[config.mk]
export PLATFORM = sky130hd
export DESIGN_NAME = fm_dual_timer
export DESIGN_NICKNAME = d
export VERILOG_FILES = /design/src/rtl/fm_timer_pkg.sv /design/src/rtl/fm_host_regs.sv /design/src/rtl/fm_tick_gen.sv /design/src/rtl/fm_ivl_counter.sv /design/src/rtl/fm_flag_unit.sv /design/src/rtl/fm_dual_timer.sv
export SDC_FILE = /design/constraint.sdc
export NUM_CORES = 1
export LEC_CHECK = 0
export BUFFER_PORTS_ARGS = -buffer_cell sky130_fd_sc_hd__buf_2
export CAP_MARGIN = 20
export CORE_ASPECT_RATIO = 0.6
export CORE_MARGIN = 2
export CORE_UTILIZATION = 30
export CTS_CLUSTER_DIAMETER = 40
export DETAILED_ROUTE_END_ITERATION = 12
export SLEW_MARGIN = 25
export SYNTH_ARGS = -nofsm -noshare
export SYNTH_HDL_FRONTEND = slang
export SYNTH_HIERARCHICAL = 1
export SYNTH_SLANG_ARGS = --single-unit
[constraint.sdc]
create_clock -name clk -period 3.1 [get_ports clk]
set_input_delay 0.465 -clock clk [delete_from_list [all_inputs] [get_ports clk]]
set_output_delay 0.465 -clock clk [all_outputs]
set_load 0.005 [all_outputs]
[src/rtl/fm_timer_pkg.sv]
package fm_timer_pkg;
  localparam int unsigned NTMR    = 2;
  localparam int unsigned DW      = 8;
  localparam logic [7:0]  IDX_PRE1 = 8'h02;
  localparam logic [7:0]  IDX_PRE2 = 8'h03;
  localparam logic [7:0]  IDX_CTRL = 8'h04;
  // control bit positions
  localparam int unsigned CB_CLR   = 7;
  localparam int unsigned CB_MASK1 = 6;   // timer i mask sits at CB_MASK1 - i
  localparam int unsigned CB_RUN1  = 0;   // timer i run sits at CB_RUN1 + i

  typedef struct packed {
    logic [NTMR-1:0] run;
    logic [NTMR-1:0] mask;
  } tmr_ctrl_t;
endpackage

[src/rtl/fm_host_regs.sv]
module fm_host_regs
  import fm_timer_pkg::*;
(
  input  logic                      clk,
  input  logic                      rst_n,
  input  logic                      we,
  input  logic                      sel,
  input  logic [DW-1:0]             din,
  output logic [NTMR-1:0][DW-1:0]   preset_o,
  output tmr_ctrl_t                 ctrl_o,
  output logic [NTMR-1:0]           start_o,
  output logic                      clr_o
);
  logic [DW-1:0]           idx_q, idx_d;
  logic [NTMR-1:0][DW-1:0] pre_q, pre_d;
  tmr_ctrl_t               ctl_q, ctl_d;
  logic [NTMR-1:0]         start_q, start_d;
  logic                    data_wr;

  assign data_wr = we & sel;
  assign clr_o   = data_wr & (idx_q == IDX_CTRL) & din[CB_CLR];

  always_comb begin
    idx_d   = idx_q;
    pre_d   = pre_q;
    ctl_d   = ctl_q;
    start_d = '0;
    if (we && !sel) idx_d = din;
    if (data_wr) begin
      case (idx_q)
        IDX_PRE1: pre_d[0] = din;
        IDX_PRE2: pre_d[1] = din;
        IDX_CTRL: begin
          if (!din[CB_CLR]) begin
            for (int i = 0; i < NTMR; i++) begin
              ctl_d.run[i]  = din[CB_RUN1 + i];
              ctl_d.mask[i] = din[CB_MASK1 - i];
              start_d[i]    = din[CB_RUN1 + i] & ~ctl_q.run[i];
            end
          end
        end
        default: ;
      endcase
    end
  end

  always_ff @(posedge clk or negedge rst_n) begin
    if (!rst_n) begin
      idx_q   <= '0;
      pre_q   <= '0;
      ctl_q   <= '0;
      start_q <= '0;
    end else begin
      idx_q   <= idx_d;
      pre_q   <= pre_d;
      ctl_q   <= ctl_d;
      start_q <= start_d;
    end
  end

  assign preset_o = pre_q;
  assign ctrl_o   = ctl_q;
  assign start_o  = start_q;
endmodule

[src/rtl/fm_tick_gen.sv]
module fm_tick_gen #(
  parameter int unsigned DIV = 4000
) (
  input  logic clk,
  input  logic rst_n,
  input  logic run,
  input  logic restart,
  output logic tick
);
  localparam int unsigned CW = (DIV > 1) ? $clog2(DIV) : 1;
  localparam logic [CW-1:0] LAST = CW'(DIV - 1);

  logic [CW-1:0] cnt_q, cnt_d;
  logic          at_last;

  assign at_last = (cnt_q == LAST);
  assign tick    = run & ~restart & at_last;

  always_comb begin
    cnt_d = cnt_q;
    if (restart)    cnt_d = '0;
    else if (run)   cnt_d = at_last ? '0 : cnt_q + 1'b1;
  end

  always_ff @(posedge clk or negedge rst_n) begin
    if (!rst_n) cnt_q <= '0;
    else        cnt_q <= cnt_d;
  end
endmodule

[src/rtl/fm_ivl_counter.sv]
module fm_ivl_counter #(
  parameter int unsigned W = 8
) (
  input  logic         clk,
  input  logic         rst_n,
  input  logic         restart,
  input  logic         tick,
  input  logic [W-1:0] preset,
  output logic         ovf
);
  logic [W-1:0] cnt_q, cnt_d;
  logic         wrap;

  assign wrap = &cnt_q;
  assign ovf  = tick & wrap;

  always_comb begin
    cnt_d = cnt_q;
    if (restart)   cnt_d = preset;
    else if (tick) cnt_d = wrap ? preset : cnt_q + 1'b1;
  end

  always_ff @(posedge clk or negedge rst_n) begin
    if (!rst_n) cnt_q <= '0;
    else        cnt_q <= cnt_d;
  end
endmodule

[src/rtl/fm_flag_unit.sv]
module fm_flag_unit #(
  parameter int unsigned N = 2
) (
  input  logic         clk,
  input  logic         rst_n,
  input  logic [N-1:0] ovf,
  input  logic [N-1:0] mask,
  input  logic         clr,
  output logic [N-1:0] flags
);
  logic [N-1:0] flg_q, flg_d;

  always_comb begin
    if (clr) flg_d = '0;
    else     flg_d = flg_q | (ovf & ~mask);
  end

  always_ff @(posedge clk or negedge rst_n) begin
    if (!rst_n) flg_q <= '0;
    else        flg_q <= flg_d;
  end

  assign flags = flg_q;
endmodule

[src/rtl/fm_dual_timer.sv]
module fm_dual_timer
  import fm_timer_pkg::*;
#(
  parameter int unsigned CLK_HZ = 50_000_000,
  parameter int unsigned T1_US  = 80,
  parameter int unsigned T2_US  = 320
) (
  input  logic         clk,
  input  logic         rst_n,
  input  logic         host_we,
  input  logic         host_sel,
  input  logic [7:0]   host_din,
  output logic [7:0]   host_dout,
  output logic         irq_n
);
  localparam int unsigned DIV1 = (CLK_HZ / 1000) * T1_US / 1000;
  localparam int unsigned DIV2 = (CLK_HZ / 1000) * T2_US / 1000;

  logic [1:0]              rsync_q;
  logic                    srst_n;
  logic [NTMR-1:0][DW-1:0] preset;
  tmr_ctrl_t               ctrl;
  logic [NTMR-1:0]         start;
  logic                    clr;
  logic [NTMR-1:0]         tick;
  logic [NTMR-1:0]         ovf;
  logic [NTMR-1:0]         flags;
  logic                    summary;

  always_ff @(posedge clk or negedge rst_n) begin
    if (!rst_n) rsync_q <= 2'b00;
    else        rsync_q <= {rsync_q[0], 1'b1};
  end
  assign srst_n = rsync_q[1];

  fm_host_regs u_regs (
    .clk(clk), .rst_n(srst_n), .we(host_we), .sel(host_sel), .din(host_din),
    .preset_o(preset), .ctrl_o(ctrl), .start_o(start), .clr_o(clr)
  );

  for (genvar g = 0; g < NTMR; g++) begin : g_tmr
    localparam int unsigned DIV_G = (g == 0) ? DIV1 : DIV2;
    fm_tick_gen #(.DIV(DIV_G)) u_tick (
      .clk(clk), .rst_n(srst_n), .run(ctrl.run[g]), .restart(start[g]),
      .tick(tick[g])
    );
    fm_ivl_counter #(.W(DW)) u_cnt (
      .clk(clk), .rst_n(srst_n), .restart(start[g]), .tick(tick[g]),
      .preset(preset[g]), .ovf(ovf[g])
    );
  end

  fm_flag_unit #(.N(NTMR)) u_flags (
    .clk(clk), .rst_n(srst_n), .ovf(ovf), .mask(ctrl.mask), .clr(clr),
    .flags(flags)
  );

  assign summary   = |flags;
  assign host_dout = host_sel ? 8'h00 : {summary, flags[0], flags[1], 5'b0};
  assign irq_n     = ~summary;
endmodule

Word-level counts from Yosys, hierarchy flattened
Cells that the tools add are included.

cells by class
  equality and inequality tests = 5
  muxes and demuxes = 17
  add/subtract/negate cells = 4
  reductions and logical operators = 12
  bitwise logic cells = 20

operators with widths
  operator                 number
  $mux W8                  7
  $mux W14                 3
  $mux W12                 3
  $add A8 B1 Y8 const B    2
  $eq A8 B2 Y1 const B     2
  $reduce_and A8 Y1        2
  $add A14 B1 Y14 const B  1
  $eq A14 B14 Y1 const B   1
  $add A12 B1 Y12 const B  1
  $eq A12 B12 Y1 const B   1
  $and A1 B1 Y1            11
  $eq A8 B3 Y1 const B     1
  $mux W2                  4
  $reduce_bool A2 Y1       4
  $not A1 Y1               6
  $reduce_and A2 Y1        2
  $reduce_and A3 Y1        1
  $and A2 B2 Y2            1
  $not A2 Y2               1
  $or A2 B2 Y2             1
  $reduce_or A2 Y1         1
  $logic_and A1 B1 Y1      1
  $logic_not A1 Y1         1

word-level totals
  output and inout port bits = 9
  word-level logic and storage cells = 70
  bits in registers = 76

Depth between registers and ports, before layout
  depth in word-level cells = 7
  depth in mapped cells = 8

By module
The synthesis kept the hierarchy.

by module, submodules not included
  module                          cells each  area an instance (um2)  times used  sequential area each (um2)
  fm_host_regs                    77          1249.9                  1           750.7
  fm_ivl_counter                  63          539.3                   2           200.2
  fm_tick_gen at g_tmr[1].u_tick  96          842.1                   1           350.3
  fm_tick_gen at g_tmr[0].u_tick  71          664.4                   1           300.3
  fm_dual_timer                   13          126.4                   1           50.0
  fm_flag_unit                    8           80.1                    1           50.0

Least setup slack after synthesis
OpenSTA, ideal clock, no wires.

  path type = register to register
  from = reg g_tmr[1].u_tick.cnt_q[0]
  to = reg g_tmr[1].u_cnt.cnt_q[5]
  setup slack = 0.893 ns
  library setup time = 0.076 ns
  clock period less this slack = 2.207 ns
  arrival = 2.131 ns
  cell stages (with the launch flop) = 9
  path through = dfrtp_1 -> ha_1 -> and4bb_2 -> nand4_1 -> nor3_1 -> clkbuf_1 -> nor4b_1 -> a311oi_1 -> o21ai_1

on the way
  cells in the longest elaborated chain, start to end = 3

ends and longest elaborated chain
  what                                 line                  RTL
  start, declared                      fm_tick_gen.sv:13     logic [CW-1:0] cnt_q, cnt_d;
  start signal, assigned               fm_tick_gen.sv:27     else cnt_q <= cnt_d;
  $eq A14 B14 Y1                       fm_tick_gen.sv:16     assign at_last = (cnt_q == LAST);
  $and A1 B1 Y1                        fm_tick_gen.sv:17     assign tick = run & ~restart & at_last;
  named net tick[1]                    fm_dual_timer.sv:25   logic [NTMR-1:0] tick;
  $reduce_bool A2 Y1 (no source line)  n/a
  end signal, assigned                 fm_ivl_counter.sv:25  else cnt_q <= cnt_d;
  end, declared                        fm_ivl_counter.sv:11  logic [W-1:0] cnt_q, cnt_d;

The timed path passes the listed nets, and every way through them passes these cells.
A chain may end at the register's enable or synchronous reset.

Final worst setup path
  from = reg g_tmr[1].u_tick.cnt_q[0]
  to = reg g_tmr[1].u_cnt.cnt_q[3]

Same word-level chain as after synthesis.

==> results.yml <==
timing:
  setup_viol: 0
  max_slew_margin_pct: 39.9
  setup-tns-final_ns: 0
  fmax_mhz: 408
  slew_violations: 0
  worst_pin_slew_ns: 0.898
  grt_setup_unrepaired: "false"
  post-route-min-period_ns: 2.45
  fin_crit_sh_pct: 79.0
  finalHoldViolations: 0
  fin_ws_ns: 0.651
  fin_worst_skew_ns: 0.00584
setup_path:
  path_class: "reg2reg"
  cp.arrival_ns: 2.66
  cp_max_fo: 12
  required_ns: 3.31
  crit_path_cell_trace: "ha_1 > and4bb_2 > nand4_1 > nor3_1 > buf_4 > nand4_2 > nor2_1 > nor2_1 > o22a_1"
  max_stage_delay_ns: 0.40
  reg2reg_depth: 9
  crit_path_end: "g_tmr[1].u_cnt/cnt_q[3]$_DFFE_PN0P_"
  rrSetupSlack_ns: 0.65
  r2r-end: "g_tmr[1].u_cnt/cnt_q[3]$_DFFE_PN0P_"
  crit_start: "g_tmr[1].u_tick/cnt_q[0]$_DFFE_PN0P_"
  start_kind: "flop"
  worst_path_max_delay_cell: "dfrtp_1"
  reg2reg_from: "g_tmr[1].u_tick/cnt_q[0]$_DFFE_PN0P_"
  crit_top_cell: "nor2_1"
  worst_setup_path_end_kind: "flop"
floorplanning:
  dieArea_um2: 14400
  start_util_pct: 31.1
  die_x_um: 154
  io_pins: 21
  rows: 32
  core-area_um2: 13000
  die_h_um: 93.9
drt:
  wl_per_cell_um: 14.7
  drcViolationCount: 0
  vias: 3001
  drt_iter0_markers: 301
  postRouteAntennaNets: 0
  dr_wl_met2_um: 3430
  drt-pass1-iter-count: 5
  routed_via_density: 5.15
  wl_um: 8570
  routed.top_layer: "met4"
  dr_wl_met3_um: 290
  wl_met1_um: 4770
power:
  p_per_area_nw_per_um2: 512
  leakage_nw: 2.02
  ir_drop_mv: 0.302
  total_power_mw: 2.34
placed_design:
  portBuffers: 15
  hpwl_um: 5990
  placed_area_um2: 4270
  gp_congestion: 0.763
  place_ws_ns: 0.692
global_route:
  antenna_found_initial: 0
  grt_max_degree: 75
  grt_pass1_wl_um: 14700
  grt_pass1_vias: 2838
  grt_overflow_total: 0
  track_usage_pct: 12.9
logic_synthesis:
  synth_xor_area_share_pct: 2.38
  yosysTopAreaCell: "dfrtp_1"
  yosysMostFrequentCell: "dfrtp_1"
  ys.flop_type: "dfrtp_1"
  synth_top_cells_by_count: "76 x dfrtp_1, 40 x nand2_1, 30 x nor2_1, 21 x mux2_2, 15 x nand3_1"
  synth-simple-area-share_pct: 25.1
  ys.warnings.count: 6
  synth_seq_cells: 76
  synth_area_um2: 4040
  syn_inst: 391
  synth_mux_area_share_pct: 8.82
  ys_seq_area_share_pct: 47.1
  synth_area_leaders: "dfrtp_1 47%, mux2_2 5.9%, nand2_1 3.7%, mux2_4 3.0%, nor2_1 2.8%"
  syn_avg_cell_area_um2: 10.3
  async_flop_share_pct: 100
  synth_fa_ha_area_share_pct: 1.24
  synth_compound_gate_area_share_pct: 11.6
  synth.distinct_cells: 59
  yosysTopAreaCellShare_pct: 47.1
  synth_edf_count: 0
  synth_top_family_by_area: "simple AND/OR/NAND/NOR gates"
clocking:
  numCtsBuffers: 9
  cts_tree: "yes"
  clock_path_buffers: 2
  clock_latency_ns: 0.33
  cts_sinks: 76
  cts_setup_buffers: 0
  path_clk_slew_ns: 0.06
  h-tree-depth: 3
  clockRootBuffer: "clkbuf_16"
final_layout:
  multiInputGateArea_um2: 2010
  nFillCells: 1283
  register_area_um2: 1900
  drive_gt1_share_pct: 19.4
  areaGrowthSynthToFinish_pct: 13.1
  final_area_um2: 4570
  antenna_cells: 0
  final_nets: 424
hold_path:
  holdCritPathClass: "reg2reg"
flow_run:
  drv_cap: 0
run_status:
  status: "finished clean"
per-layer routing:
layer	GRT usage, %	vias up
li1	-	1470
met1	19.4	1469
met2	17.6	58
met3	3.92	4
met4	3.74	0
met5	0	-
critical path, delay by kind of cell (launching register included):
family / cells / cell delay, ns
AOI/OAI and AO/OA: 1 / 0.21
DFF: 1 / 0.40
adders and majority gates: 1 / 0.32
buffers and inverters: 1 / 0.21
and+or+nand+nor: 6 / 1.18
how the worst min path moves through the flow:
stage | start | to | slack [ns] | cells after the start
global route | rsync_q[0]$_DFF_PN0_ | rsync_q[1]$_DFF_PN0_ | 0.38 | 0
CTS | rsync_q[0]$_DFF_PN0_ | rsync_q[1]$_DFF_PN0_ | 0.36 | 0
floorplan | rst_n | rsync_q[0]$_DFF_PN0_ | 0.17 | 0
global placement | rst_n | rsync_q[0]$_DFF_PN0_ | 0.25 | 1
detailed placement | rst_n | rsync_q[0]$_DFF_PN0_ | 0.26 | 1
finish | rsync_q[0]$_DFF_PN0_ | rsync_q[1]$_DFF_PN0_ | 0.35 | 0
power by group:
part           switching (mW)  leakage [nW]  internal, mW
Clock                   0.377         0.140         0.607
Sequential             0.0820         0.947          1.07
Combinational          0.0968         0.933         0.105
Total                   0.556          2.02          1.78
state kept, by name, indices dropped and copies added, names as in the netlist:
name	cells
u_regs/ctrl_o	4
g_tmr.u_cnt/cnt_q	16
rsync_q	2
u_regs/idx_q	8
u_regs/start_o	2
u_flags/flags	2
g_tmr.u_tick/cnt_q	26
u_regs/preset_o	16
timing repair:
action,CTS,global route
hold buffers,1,0
gates resized for setup,0,0
hold endpoints to repair,2,0
placed cells by master, fill, tap and decap left out, types with 6 or more instances in the layout:
cell type,instances
nor3b_1,6
nand4_1,14
o211ai_1,7
conb_1,6
mux2_2,21
a21oi_1,10
o21ai_0,13
mux2_4,8
nand3_1,15
nor2_1,30
xor2_1,9
nand2_1,40
dfrtp_1,75
clkbuf_16,9
nor3_1,7
buf_2,15
inv_1,9
a31oi_1,11
nand2b_1,7
nand4_2,7
cell families (layout without fill, tap and decap cells):
logic type,after synthesis,in the layout
other cells,2,6
xor+xnor,11,11
mux,29,29
buf+inv,28,46
compound gates,70,70
flops,76,76
fa+ha+maj,4,4
simple gates,171,171
final cells by class:
class,count,area share [%]
clock buffers,15,6.08
multi-input cells,291,44.0
inverters,9,0.739
flip-flops and latches,76,41.6
clock inverters,1,0.109
repair buffers,21,2.76
well taps,170,4.65
through the flow:
stage,util (%),cells,hold slack [ns]
after floorplan,-,395,0.169
after global placement,32.8,566,0.253
after detailed placement,32.8,566,0.259
after CTS,35.1,583,0.359
after global routing,35.1,583,0.378
final,35.1,583,0.353
Note: power is estimated with default switching activity, not from simulation.
